### src/rtl/mhp_pkg.sv
package mhp_pkg;
  localparam int EVT_BIT = 3;
  localparam int EXT_BIT = 1;

  // byte offset of a slot inside its window
  function automatic int slot_byte(input int slot);
    return slot / 8;
  endfunction

  // bit position of a slot inside its byte
  function automatic int slot_bit(input int slot);
    return slot % 8;
  endfunction

  // status byte layout
  function automatic logic [7:0] pack_status(input logic evt, input logic ext);
    logic [7:0] s;
    s = 8'h00;
    s[EVT_BIT] = evt;
    s[EXT_BIT] = ext;
    return s;
  endfunction

  // interrupt level from status and enable
  function automatic logic irq_level(input logic [7:0] sts, input logic [7:0] en);
    logic [7:0] m;
    m = 8'h00;
    m[EVT_BIT] = 1'b1;
    m[EXT_BIT] = 1'b1;
    return |(sts & en & m);
  endfunction
endpackage

### src/rtl/mhp_presence.sv
module mhp_presence #(
  parameter int SLOTS = 256,
  parameter int IDX_W = $clog2(SLOTS)
) (
  input  logic             clk,
  input  logic             rst_n,
  input  logic             add_req,
  input  logic [IDX_W-1:0] add_slot,
  input  logic             rem_req,
  input  logic [IDX_W-1:0] rem_slot,
  output logic [SLOTS-1:0] pres_map
);
  for (genvar g = 0; g < SLOTS; g++) begin : g_slot
    logic hit_add, hit_rem;
    assign hit_add = add_req && (add_slot == IDX_W'(g));
    assign hit_rem = rem_req && (rem_slot == IDX_W'(g));
    always_ff @(posedge clk or negedge rst_n) begin
      if (!rst_n)       pres_map[g] <= 1'b0;
      else if (hit_rem) pres_map[g] <= 1'b0;
      else if (hit_add) pres_map[g] <= 1'b1;
    end
  end
endmodule

### src/rtl/mhp_eject.sv
module mhp_eject #(
  parameter int SLOTS   = 256,
  parameter int AW      = 8,
  parameter int EJ_BASE = 'h40
) (
  input  logic             clk,
  input  logic             rst_n,
  input  logic             io_wr,
  input  logic [AW-1:0]    io_addr,
  input  logic [7:0]       io_wdata,
  output logic [SLOTS-1:0] eject_pulse
);
  localparam int BYTES = SLOTS / 8;

  for (genvar k = 0; k < BYTES; k++) begin : g_byte
    logic hit;
    assign hit = io_wr && (io_addr == AW'(EJ_BASE + k));
    always_ff @(posedge clk or negedge rst_n) begin
      if (!rst_n) eject_pulse[8*k +: 8] <= 8'h00;
      else        eject_pulse[8*k +: 8] <= hit ? io_wdata : 8'h00;
    end
  end
endmodule

### src/rtl/mhp_gpe.sv
module mhp_gpe
  import mhp_pkg::*;
(
  input  logic       clk,
  input  logic       rst_n,
  input  logic       evt_set,
  input  logic       evt_clr,
  input  logic       ext_hp_sts,
  input  logic [7:0] gpe_en,
  output logic       evt_q,
  output logic [7:0] sts_byte,
  output logic       sci_level
);
  always_ff @(posedge clk or negedge rst_n) begin
    if (!rst_n)       evt_q <= 1'b0;
    else if (evt_set) evt_q <= 1'b1;
    else if (evt_clr) evt_q <= 1'b0;
  end

  assign sts_byte  = pack_status(evt_q, ext_hp_sts);
  assign sci_level = irq_level(sts_byte, gpe_en);
endmodule

### src/rtl/mhp_slot_bank.sv
module mhp_slot_bank
  import mhp_pkg::*;
#(
  parameter int SLOTS     = 256,
  parameter int IDX_W     = $clog2(SLOTS),
  parameter int AW        = 8,
  parameter int STS_OFS   = 'h00,
  parameter int PRES_BASE = 'h20,
  parameter int EJ_BASE   = 'h40
) (
  input  logic             clk,
  input  logic             rst_n,
  input  logic             io_rd,
  input  logic             io_wr,
  input  logic [AW-1:0]    io_addr,
  input  logic [7:0]       io_wdata,
  output logic [7:0]       io_rdata,
  input  logic             add_req,
  input  logic [IDX_W-1:0] add_slot,
  input  logic             rem_req,
  input  logic [IDX_W-1:0] rem_slot,
  input  logic             ext_hp_sts,
  input  logic [7:0]       gpe_en,
  output logic [SLOTS-1:0] eject_pulse,
  output logic             sci_level
);
  localparam int BYTES = SLOTS / 8;

  // named internal events, observed by the checker
  logic [SLOTS-1:0] pres_map;
  logic             evt_q;
  logic             evt_set;
  logic             evt_clr;
  logic [7:0]       sts_byte;
  logic [7:0]       rd_val;

  assign evt_set = add_req || rem_req;
  assign evt_clr = io_wr && (io_addr == AW'(STS_OFS)) && io_wdata[EVT_BIT];

  mhp_presence #(.SLOTS(SLOTS), .IDX_W(IDX_W)) u_pres (
    .clk(clk), .rst_n(rst_n),
    .add_req(add_req), .add_slot(add_slot),
    .rem_req(rem_req), .rem_slot(rem_slot),
    .pres_map(pres_map)
  );

  mhp_eject #(.SLOTS(SLOTS), .AW(AW), .EJ_BASE(EJ_BASE)) u_ej (
    .clk(clk), .rst_n(rst_n),
    .io_wr(io_wr), .io_addr(io_addr), .io_wdata(io_wdata),
    .eject_pulse(eject_pulse)
  );

  mhp_gpe u_gpe (
    .clk(clk), .rst_n(rst_n),
    .evt_set(evt_set), .evt_clr(evt_clr),
    .ext_hp_sts(ext_hp_sts), .gpe_en(gpe_en),
    .evt_q(evt_q), .sts_byte(sts_byte), .sci_level(sci_level)
  );

  // read decode: status byte, presence window; everything else reads zero
  always_comb begin
    rd_val = 8'h00;
    if (io_addr == AW'(STS_OFS)) rd_val = sts_byte;
    for (int k = 0; k < BYTES; k++) begin
      if (io_addr == AW'(PRES_BASE + k)) rd_val = pres_map[8*k +: 8];
    end
  end

  assign io_rdata = io_rd ? rd_val : 8'h00;
endmodule

### config.mk
export PLATFORM = sky130hd
export DESIGN_NAME = mhp_slot_bank
export DESIGN_NICKNAME = d
export VERILOG_FILES = /design/src/rtl/mhp_pkg.sv /design/src/rtl/mhp_presence.sv /design/src/rtl/mhp_eject.sv /design/src/rtl/mhp_gpe.sv /design/src/rtl/mhp_slot_bank.sv
export SDC_FILE = /design/constraint.sdc
export NUM_CORES = 1
export LEC_CHECK = 0
export ABC_AREA = 1
export ABC_CLOCK_PERIOD_IN_PS = 2750
export CORE_MARGIN = 1
export CORE_UTILIZATION = 25
export CTS_CLUSTER_DIAMETER = 120
export CTS_CLUSTER_SIZE = 25
export DETAILED_ROUTE_END_ITERATION = 12
export PLACE_DENSITY_LB_ADDON = 0.15
export SLEW_MARGIN = 20
export SYNTH_ARGS = -nofsm -noshare
export SYNTH_HDL_FRONTEND = slang
export SYNTH_SLANG_ARGS = --single-unit
### constraint.sdc
create_clock -name clk -period 2.75 [get_ports clk]
set_input_delay 0.55 -clock clk [delete_from_list [all_inputs] [get_ports clk]]
set_output_delay 0.55 -clock clk [all_outputs]
set_load 0.03 [all_outputs]
# Yosys cells after proc, flatten, opt, wreduce, memory -nomap -nowiden
# Index checks and enable logic that the tools add are counted.
# totals
latchBits,0
rom_bits,0
n_memories,0
ramBits,0
inputBits,47
reg_bits,513
out_inout_bits,265
# op_classes
addsub,0
n_lt_le_gt_ge,0
muxes,580
n_bitwise,1
reduce_logical,808
multipliers,0
n_shift,0
eq_ne,574
div,0
# op_table
operator,count
$eq A8 B8 Y1 const B,256
$eq A8 B7 Y1 const B,160
$eq A8 B6 Y1 const B,96
$logic_and A1 B1 Y1,546
$mux W8,65
$mux W1,514
$reduce_bool A2 Y1,257
$eq A8 B5 Y1 const B,32
$eq A8 B4 Y1 const B,16
$eq A8 B3 Y1 const B,8
$eq A8 B2 Y1 const B,4
$logic_not A8 Y1,3
$eq A8 B1 Y1 const B,2
$and A4 B4 Y4,1
$mux W4,1
$reduce_or A2 Y1,1
$logic_or A1 B1 Y1,1

# Longest topological paths before layout
# depth
ltp_word,35
mapped_depth,29
mapped_depth_nobuf,29

# By module
# Synthesis repeated with hierarchy kept, for this count alone.
# hier_totals
hier_cells,2836
area_unflattened_um2,23062.1
# modules_own_cells
module,cells_each,seq_area_each_um2,area_each_um2,n_inst
mhp_presence,1509,6406.1,11875.1,1
mhp_eject,637,6406.1,8056.5,1
mhp_slot_bank,673,0.0,3015.4,1
mhp_gpe,17,25.0,115.1,1

# Least setup slack after synthesis
# Ideal clock, no wire load.
# synth_timing
kind,input to output
from,input port io_addr[7]
to,output port io_rdata[6]
t_arrival_ns,2.532
slack_ns,-0.332
required_time_ns,2.200
stages,26
path_cell_list,nor2_1 -> nand3_1 -> buf_6 -> nor2_1 -> nand2_1 -> nand2_1 -> o21bai_1 -> nand2_1 -> nand2_1 -> nand3_1 -> nand2_1 -> nand3_1 -> nand2_1 -> nand3_1 -> nand2_1 -> nand2_1 -> nand2_1 -> nand4_1 -> nor2_1 -> nand3_1 -> nand2_1 -> nand3_1 -> nand2_1 -> nand4_1 -> nor2_1 -> nor2_1
# synth_via
elab_chain_len,34
# synth_rtl
item,line_no,text
start: declaration,mhp_slot_bank.sv:15,"input logic [AW-1:0] io_addr,"
$eq A8 B6 Y1,mhp_slot_bank.sv:65,if (io_addr == AW'(PRES_BASE + k)) rd_val = pres_map[8*k +: 8];
$mux W8 (31 in a row),mhp_slot_bank.sv:65,
$mux W8 (*),mhp_slot_bank.sv:65,
$mux W8 (*),mhp_slot_bank.sv:69,assign io_rdata = io_rd ? rd_val : 8'h00;
end: declaration,mhp_slot_bank.sv:17,"output logic [7:0] io_rdata,"
# Mark *: on every way between the ends. The rest lies on a longest branch, timed or not.

# Final worst setup path
# layout_timing
from,input port io_addr[4]
to,output port io_rdata[7]
# Same word-level chain as after synthesis.

==> metrics.log <==
INFO  metric route.detailed.drc = 0
INFO  metric ys_top_cells_by_count = 525 x a21oi_1, 513 x dfrtp_1, 401 x nor2_1, 351 x nand2_1, 144 x inv_1
INFO  metric finalMaxSlewViolations = 0
INFO  metric timing.final.crit_period = 3.81 ns
INFO  metric synth-edff-count = 0
INFO  metric die_span_y = 287 um
INFO  metric ios = 312
INFO  metric fin_nets = 2770
INFO  metric worst_setup_path_endpoint = io_rdata[7]
INFO  metric drt-total-wl = 83.1 mm
INFO  metric drt_iter0_drc = 1593
INFO  metric clk-insertion-delay-late = 0.60 ns
INFO  metric start_util = 25.2%
INFO  metric worst_case_setup_margin_in_the_final_layout = -1.06 ns
INFO  metric slew_of_the_pin_with_the_lowest_slew_margin = 0.696 ns
INFO  metric r2r_setup_slack = 1.73 ns
INFO  metric critical_path_peak_fanout = 4
INFO  metric reg2regPathDepth = 4
INFO  metric synthesis.area = 20300 um2
INFO  metric design.core.area = 80400 um2
INFO  metric num_antenna_cells = 0
INFO  metric yosys.area.top_type_share = 63.3%
INFO  metric worst_slew_slack_as_a_fraction_of_its_limit = 53.5%
INFO  metric fp-row-count = 104
INFO  metric hpwl = 58.3 mm
INFO  metric synth_async_sr_flop_share = 100%
INFO  metric yosys.area.top_type = dfrtp_1
INFO  metric cts_root_buffer = clkbuf_16
INFO  metric yosys_warnings = 0
INFO  metric cts_max_path_buffers = 3
INFO  metric drv_cap = 0
INFO  metric most_used_dff_post_synth = dfrtp_1
INFO  metric achievable-frequency = 262 MHz
INFO  metric crit_arrival = 3.26 ns
INFO  metric violations = negative setup slack
INFO  metric via_count = 17900
INFO  metric timing.final.setup_violations = 8
INFO  metric chipWidth = 287 um
INFO  metric cts.clk_slew.worst_paths = 0.09 ns
INFO  metric crit_path_frequent_cell = nand2_1
INFO  metric layout_worst_path_cycle_share = 139%
INFO  metric syn-num-nets = 2262
INFO  metric design.die.area = 82200 um2
INFO  metric grt_max_degree = 90
INFO  metric final_util = 34.7%
INFO  metric drt-pass1-iter-count = 6
INFO  metric place_congestion = 0.876
INFO  metric grt_pass1_vias = 18000
INFO  metric path_class = in2out
INFO  metric worstSetupStartpointType = primary input
INFO  metric power.ir.vdd_worst = 404 uV
INFO  metric synth.avg_cell_area = 9.15 um2
INFO  metric post_synthesis_instance_total = 2215
INFO  metric cts_tree = yes
INFO  metric n_fill_cell = 8246
INFO  metric critPathLaunch = io_addr[4]
INFO  metric fin_setup_tns = -7.34 ns
INFO  metric worst_r2r_startpoint = u_pres.pres_map[3]$_DFFE_PN0P_
INFO  metric placement.cell_area = 26700 um2
INFO  metric final.setup_skew = 0 ns
INFO  metric post_synth_num_cell_types = 26
INFO  metric rsz0062_at_grt = yes
INFO  metric route.detailed.wl_per_inst = 22.0 um
INFO  metric ys_seq_elements = 513
INFO  metric cts_buffers = 24
INFO  metric route.detailed.vias_per_inst = 4.74
INFO  metric hold_path_class = in2async
INFO  metric cts.htree.levels = 1
INFO  metric grt_first_pass_wirelength = 121 mm
INFO  metric post-route-cell-area = 27900 um2
INFO  metric cpMaxStageDelayCell = or2_0
INFO  metric drive_above_1_share = 18.5%
INFO  metric track_usage = 19.8%
INFO  metric areaGrowthSynthToFinish = 37.8%
INFO  metric fin_worst_hold_slack = 0.465 ns
INFO  metric cellPowerDensity = 480 nW/um2
INFO  metric critical_path.endpoint_type = output pin
INFO  metric report.final.hold_viol_count = 0
INFO  metric antenna_found_initial = 0
INFO  metric endpoint_of_the_lowest_slack_register_to_register_path = u_pres.pres_map[3]$_DFFE_PN0P_
INFO  metric port_buffers = 305
INFO  metric critPathMaxStageDelay = 0.22 ns
INFO  metric synth_area_leaders = dfrtp_1 63%, a21oi_1 13%, nor2_1 7.4%
INFO  metric timing.critical_path.required = 2.20 ns
INFO  metric gr-total-overflow = 0
INFO  metric leakage_power_summed_over_all_cells = 0.0134 uW
INFO  metric synth_seq_area_share = 63.3%
INFO  metric synth.most_common_cell = a21oi_1
INFO  metric cts.sink_count = 513
INFO  metric status = finished, violations left
INFO  metric ant_nets = 0
INFO  metric dp_slack = -1.66 ns
-- worst min path at each step --
| stage | endpoint | slack (ns) | cells after the start |
|---|---|---|---|
| after global placement | u_ej.eject_pulse[21]$_DFF_PN0_ | 0.50 | 1 |
| after floorplan | u_ej.eject_pulse[0]$_DFF_PN0_ | 0.25 | 0 |
| after CTS | u_ej.eject_pulse[145]$_DFF_PN0_ | 0.45 | 2 |
| after detailed placement | u_ej.eject_pulse[21]$_DFF_PN0_ | 0.50 | 1 |
| final | u_ej.eject_pulse[156]$_DFF_PN0_ | 0.46 | 2 |
| after global routing | u_ej.eject_pulse[21]$_DFF_PN0_ | 0.49 | 2 |
-- registers in the layout, indices dropped and copies added, names as in the netlist --
| name | flops |
|---|---|
| u_gpe.evt_q | 1 |
| u_pres.pres_map | 256 |
| u_ej.eject_pulse | 256 |
-- final cells by class --
type	instances	area, um2	share of cell area [%]
clock buffer	25	626	2.24
sequential	513	12800	46.0
clock inverter	1	16.3	0.0582
timing repair buffer	579	5450	19.5
multi-input combinational	1453	7090	25.4
tap	1060	1330	4.75
inverter	152	588	2.10
-- metal layers --
| layer | vias up | GRT usage [%] | part of all wire, % |
|---|---|---|---|
| met4 | 0 | 5.88 | 3.3 |
| met5 | - | 0 | 0 |
| li1 | 8155 | - | - |
| met1 | 9001 | 25.8 | 42 |
| met3 | 123 | 3.16 | 6.3 |
| met2 | 653 | 33.7 | 48 |
-- worst max-delay path, delay by kind of cell --
family	cells	cell delay, ns
buffers and inverters	4	0.37
AND/OR/NAND/NOR	21	2.34
-- power by group --
group	total [uW]	internal (uW)	switching (uW)	leakage, uW
clock	4100	1640	2460	0.000315
combinational	1260	441	817	0.00603
sequential	8060	7850	206	0.00705
-- cells by family after synthesis --
logic type	Yosys count	share of synthesized area, %
and+or+nand+nor	911	18.6
AOI/OAI and AO/OA	542	13.5
DFF	513	63.3
buffers and inverters	249	4.65
-- through the flow --
| stage | std cells | power [uW] |
|---|---|---|
| after floorplan | 2215 | 8650 |
| after detailed placement | 3737 | 9400 |
| final | 3783 | 13400 |
| after global placement | 3737 | 9380 |
| after CTS | 3777 | 13500 |
| after global routing | 3783 | 13900 |
-- what timing repair did --
action	in CTS	in global routing
buffers inserted	14	8
gates resized for setup	115	64
endpoints found under the setup margin	8	8
pin swaps	69	87
hold buffers	1	0
endpoints found under the hold margin	38	0
-- cell usage in the layout (no fill, tap or decap), types with 25 or more instances in the layout --
master,count
dfrtp_1,511
nor3_2,28
buf_4,245
nand4_1,38
nand2_2,27
clkbuf_16,25
clkdlybuf4s50_1,287
a21oi_1,520
inv_1,131
or2_2,33
nand2_1,317
nor2_1,374
(Power assumes the default switching activity.)
